===== src/rtl/flash_sel_pkg.sv =====
package flash_sel_pkg;
    typedef enum logic [1:0] {
        ST_IDLE = 2'd0,
        ST_READ = 2'd1,
        ST_POLL = 2'd2,
        ST_WACK = 2'd3
    } resp_state_t;
endpackage


===== src/rtl/fsel_sync.sv =====
module fsel_sync #(
    parameter int W = 5
) (
    input  logic         clk,
    input  logic         rst_n,
    input  logic [W-1:0] d_async,
    output logic [W-1:0] d_sync
);
    logic [W-1:0] s1_q;
    logic [W-1:0] s2_q;

    always_ff @(posedge clk or negedge rst_n) begin
        if (!rst_n) begin
            s1_q <= '0;
            s2_q <= '0;
        end else begin
            s1_q <= d_async;
            s2_q <= s1_q;
        end
    end

    assign d_sync = s2_q;
endmodule


===== src/rtl/fsel_id_match.sv =====
module fsel_id_match #(
    parameter int ID_W    = 4,
    parameter int SEL_LSB = 18,
    parameter int ADDR_W  = 32
) (
    input  logic              valid,
    input  logic [ADDR_W-1:0] addr,
    input  logic [ID_W-1:0]   strap,
    output logic              hit
);
    logic [ID_W-1:0] field;
    assign field = addr[SEL_LSB +: ID_W];
    // the select field carries the complemented strap
    assign hit = valid && (field == ~strap);
endmodule


===== src/rtl/fsel_reg_mux.sv =====
module fsel_reg_mux #(
    parameter int       OFF_W   = 8,
    parameter int       GPI_W   = 5,
    parameter logic [7:0] MFR_CODE = 8'hA5,
    parameter logic [7:0] DEV_CODE = 8'h3C,
    parameter logic [OFF_W-1:0] OFF_MFR = 'h00,
    parameter logic [OFF_W-1:0] OFF_DEV = 'h01,
    parameter logic [OFF_W-1:0] OFF_GPI = 'h80
) (
    input  logic [OFF_W-1:0] offset,
    input  logic [GPI_W-1:0] gpi,
    output logic [7:0]       byte_out
);
    localparam int PAD_W = 8 - GPI_W;

    always_comb begin
        byte_out = 8'h00;
        if (offset == OFF_MFR)      byte_out = MFR_CODE;
        else if (offset == OFF_DEV) byte_out = DEV_CODE;
        else if (offset == OFF_GPI) byte_out = {{PAD_W{1'b0}}, gpi};
    end
endmodule


===== src/rtl/flash_devsel_regs.sv =====
module flash_devsel_regs
    import flash_sel_pkg::*;
#(
    parameter int ADDR_W    = 32,
    parameter int ID_W      = 4,
    parameter int SEL_LSB   = 18,
    parameter int SPACE_BIT = 22,
    parameter int OFF_W     = 8,
    parameter int GPI_W     = 5,
    parameter logic [7:0] MFR_CODE = 8'hA5,
    parameter logic [7:0] DEV_CODE = 8'h3C,
    parameter logic [OFF_W-1:0] OFF_MFR = 'h00,
    parameter logic [OFF_W-1:0] OFF_DEV = 'h01,
    parameter logic [OFF_W-1:0] OFF_GPI = 'h80
) (
    input  logic              clk,
    input  logic              rst_n,
    input  logic              cyc_valid,
    input  logic              cyc_write,
    input  logic [ADDR_W-1:0] cyc_addr,
    input  logic [ID_W-1:0]   strap_id,
    input  logic [GPI_W-1:0]  gpi_pins,
    input  logic              wr_busy,
    input  logic              poll_bit7,
    output logic              claim,
    output logic              rd_valid,
    output logic [7:0]        rd_data,
    output logic              wr_accept
);
    logic [GPI_W-1:0] gpi_s;
    logic [7:0]       reg_byte;
    logic             is_reg;
    resp_state_t      state_q, state_d, decided;
    logic             toggle_q;
    logic [7:0]       rd_data_q;

    fsel_sync #(.W(GPI_W)) u_sync (
        .clk(clk), .rst_n(rst_n), .d_async(gpi_pins), .d_sync(gpi_s)
    );

    fsel_id_match #(.ID_W(ID_W), .SEL_LSB(SEL_LSB), .ADDR_W(ADDR_W)) u_match (
        .valid(cyc_valid), .addr(cyc_addr), .strap(strap_id), .hit(claim)
    );

    fsel_reg_mux #(
        .OFF_W(OFF_W), .GPI_W(GPI_W), .MFR_CODE(MFR_CODE), .DEV_CODE(DEV_CODE),
        .OFF_MFR(OFF_MFR), .OFF_DEV(OFF_DEV), .OFF_GPI(OFF_GPI)
    ) u_mux (
        .offset(cyc_addr[OFF_W-1:0]), .gpi(gpi_s), .byte_out(reg_byte)
    );

    assign is_reg = claim && !cyc_addr[SPACE_BIT];

    // decision shared by every state: each response lasts one cycle
    always_comb begin
        decided = ST_IDLE;
        if (is_reg) begin
            if (!cyc_write) decided = wr_busy ? ST_POLL : ST_READ;
            else            decided = wr_busy ? ST_IDLE : ST_WACK;
        end
    end

    always_comb begin
        unique case (state_q)
            ST_IDLE: state_d = decided;
            ST_READ: state_d = decided;
            ST_POLL: state_d = decided;
            ST_WACK: state_d = decided;
        endcase
    end

    always_ff @(posedge clk or negedge rst_n) begin
        if (!rst_n) state_q <= ST_IDLE;
        else        state_q <= state_d;
    end

    // output process: read byte and status toggle
    always_ff @(posedge clk or negedge rst_n) begin
        if (!rst_n) begin
            rd_data_q <= 8'h00;
            toggle_q  <= 1'b0;
        end else begin
            unique case (state_d)
                ST_READ: rd_data_q <= reg_byte;
                ST_POLL: begin
                    rd_data_q <= {~poll_bit7, toggle_q, 6'b000000};
                    toggle_q  <= ~toggle_q;
                end
                ST_IDLE: rd_data_q <= 8'h00;
                ST_WACK: rd_data_q <= 8'h00;
            endcase
        end
    end

    assign rd_valid  = (state_q == ST_READ) || (state_q == ST_POLL);
    assign wr_accept = (state_q == ST_WACK);
    assign rd_data   = rd_data_q;
endmodule


===== config.mk =====
export PLATFORM = sky130hd
export DESIGN_NAME = flash_devsel_regs
export DESIGN_NICKNAME = d
export VERILOG_FILES = /design/src/rtl/flash_sel_pkg.sv /design/src/rtl/fsel_sync.sv /design/src/rtl/fsel_id_match.sv /design/src/rtl/fsel_reg_mux.sv /design/src/rtl/flash_devsel_regs.sv
export SDC_FILE = /design/constraint.sdc
export NUM_CORES = 1
export LEC_CHECK = 0
export BUFFER_PORTS_ARGS = -buffer_cell sky130_fd_sc_hd__buf_2
export CORE_UTILIZATION = 40
export CTS_BUF_LIST = sky130_fd_sc_hd__clkbuf_8
export DETAILED_ROUTE_END_ITERATION = 10
export PLACE_DENSITY_LB_ADDON = 0.1
export SYNTH_ARGS = -nofsm -noshare
export SYNTH_HDL_FRONTEND = slang
export SYNTH_SLANG_ARGS = --single-unit

===== constraint.sdc =====
create_clock -name clk -period 2.65 [get_ports clk]
set_clock_uncertainty 0.05 [all_clocks]
set_input_delay 0.6625 -clock clk [delete_from_list [all_inputs] [get_ports clk]]
set_output_delay 0.6625 -clock clk [all_outputs]
set_load 0.01 [all_outputs]

==> results.cfg <==
[clock_network]
tritoncts = yes
clk_latency_ns = 0.25
path_clk_slew_ns = 0.06
clock_path_buffers = 2
cts_buffers = 3
hold_buffers = 0
root_buffer = clkbuf_8
h-tree-depth = 1
cts_resized = 0
cts_setup_buffers = 0
cts.sinks = 21

[yosys]
synthCells = 65
synth.area.top_cells = dfrtp_1, ha_1, nor3_4, nor2_1, xnor2_1
synth_seq_area_share_pct = 63.3
yosysTopAreaCell = dfrtp_1
synth_top_area_share_pct = 63.3
yosys_warnings = 0
synth_commonest_cells = dfrtp_1, nor2_1, nand2_1
synth_edf_count = 0
avgSynthCellArea_um2 = 12.8
synthFlopType = dfrtp_1
synthDistinctLibCells = 20
yosysMostFrequentCell = dfrtp_1
ys_ff_latch = 21
syn_nets = 115
synthArstFlopShare_pct = 100
synthesis.area_um2 = 831

[global_routing]
grt_pass1_wl_mm = 1.94
antenna_found_initial = 0
grt_max_degree = 22
grt_pass1_vias = 473
grt-ovfl-total = 0
grt_use_total_pct = 12.8

[cells_and_area]
finalNetCount = 158
area_growth_pct = 32.4
instances_no_fill = 134
utilization_pct = 56.1
antenna_cells = 0
fin_area_um2 = 1100
drive_gt1_share_pct = 43.0

[timing]
timing.final.hold_violations = 0
final_max_slew_viol_count = 0
finalSetupTns_ns = 0
tightestPinTransition_ns = 0.426
post-route-period-util_pct = 85.1
rsz0062_at_grt = false
slew_headroom_pct = 71.6
max_freq_ghz = 0.443
setup_viol = 0
layout_min_cycle_time_ns = 2.26

[placement]
dp.cells = 130
place_congestion = 0.716
placedInstanceArea_um2 = 1050
dp_hpwl_um = 927
numPortBuffers = 38

[critical_path]
path_buf_inv = 3
cp_max_fo = 5
cp_common_cell = buf_2
required_ns = 1.94
worstSetupPathType = in -> out
path_delay_family = simple AND/OR/NAND/NOR gates
critical_path.slowest_cell = nor3_4
arrival_ns = 1.54
cp-start-kind = input pin
end_kind = output port
rr_startpoint = toggle_q$_DFFE_PN0N_
worstSetupStartpoint = strap_id[3]
max_stage_delay_ns = 0.27
path_cells = buf_2, xnor2_1, nor3_4, nand2_1, inv_1, buf_2
r2r_setup_slack_ns = 1.95

[floorplanning]
rows = 16
die_x_um = 47.6
fp.dieH_um = 47.6
die_area_um2 = 2260
core_area_um2 = 1960
io_pins = 58
start_util_pct = 42.3

[pwr]
cellLeakagePower_uw = 0.000615
vdd_drop_max_mv = 0.333
power.density_nw_per_um2 = 538

[flow_run]
cap_violations = 0

[detailed_routing]
routed_via_density = 4.25
routed_wirelength_mm = 1.15
dr.first_iter.drc_count = 1
wire_per_inst_um = 8.57
ant_nets = 0
firstDrtPassIters = 3
drc = 0
num_vias = 569

[min_path]
hold_path_class = in -> async

[run_status]
status = completed
-- sequential cells by signal (all words and copies together) (netlist names) --
signal,count
u_sync.s1_q,5
u_sync.d_sync,5
rd_data,8
toggle_q,1
state_q,2
-- cell type report --
| cell class | count | area, µm² |
|---|---|---|
| fillers | 191 | 862 |
| flip-flops and latches | 21 | 526 |
| multi-input cells | 41 | 294 |
| repair buffers | 38 | 190 |
| clock buffers | 3 | 41.3 |
| well taps | 27 | 33.8 |
| inverters | 3 | 11.3 |
| clock inverters | 1 | 3.75 |
-- path summary, 6_finish.rpt --
kind / to / cells after the start
worst max register to register: rd_data[6]$_DFF_PN0_ / 2
worst min register to register: u_sync.d_sync[3]$_DFF_PN0_ / 0
min in group clk: u_sync.d_sync[3]$_DFF_PN0_ / 0
max in group asynchronous: u_sync.d_sync[1]$_DFF_PN0_ / 1
worst max-delay path: claim / 6
worst min-delay path: state_q[1]$_DFF_PN0_ / 1
-- cells in the final DEF, fill, tap and decap left out, drive strengths merged --
master and instances:
buf 38, dfrtp 21, nor2 7, nor3 6
nand2 5, a21oi 4, inv 4, xnor2 3
ha 3, clkbuf 3, nand2b 2, nor2b 2
nand3 2, xor2 1, and3 1, nor3b 1
or4 1, or3 1, nand4b 1, or3b 1
-- cell families after synthesis --
family                   synth area share [%]
XOR/XNOR                                 4.22
AND/OR/NAND/NOR                          24.2
flip-flops                               63.3
AO/OA/AOI/OAI                            2.41
buffers and inverters                    1.36
adder cells (fa/ha/maj)                  4.52
-- layer usage --
layer | routed length (µm) | global-route usage, %
met3 | 109 | 5.66
met2 | 502 | 17.0
met4 | 22 | 6.67
met1 | 514 | 17.5
met5 | 0 | 0
-- metrics by stage --
stage	power, µW	hold slack, ns	setup slack (ns)
final	592	0.291	0.394
after global routing	624	0.307	0.310
after CTS	601	0.300	0.390
after detailed placement	410	0.286	0.240
after global placement	409	0.283	0.267
after floorplan	376	0.281	0.462
-- worst register-to-register path, stage by stage (launching register included) --
cell     delay (ns)
dfrtp_1        0.37
nand3_1        0.08
nor3_1         0.12
-- where the power goes --
group	total, µW	internal [µW]	switching [µW]
Sequential	339	334	5.52
Clock	189	103	85.9
Combinational	64.0	31.5	32.5
Total	592	468	124
No activity file was read; power rests on OpenSTA's default activity.
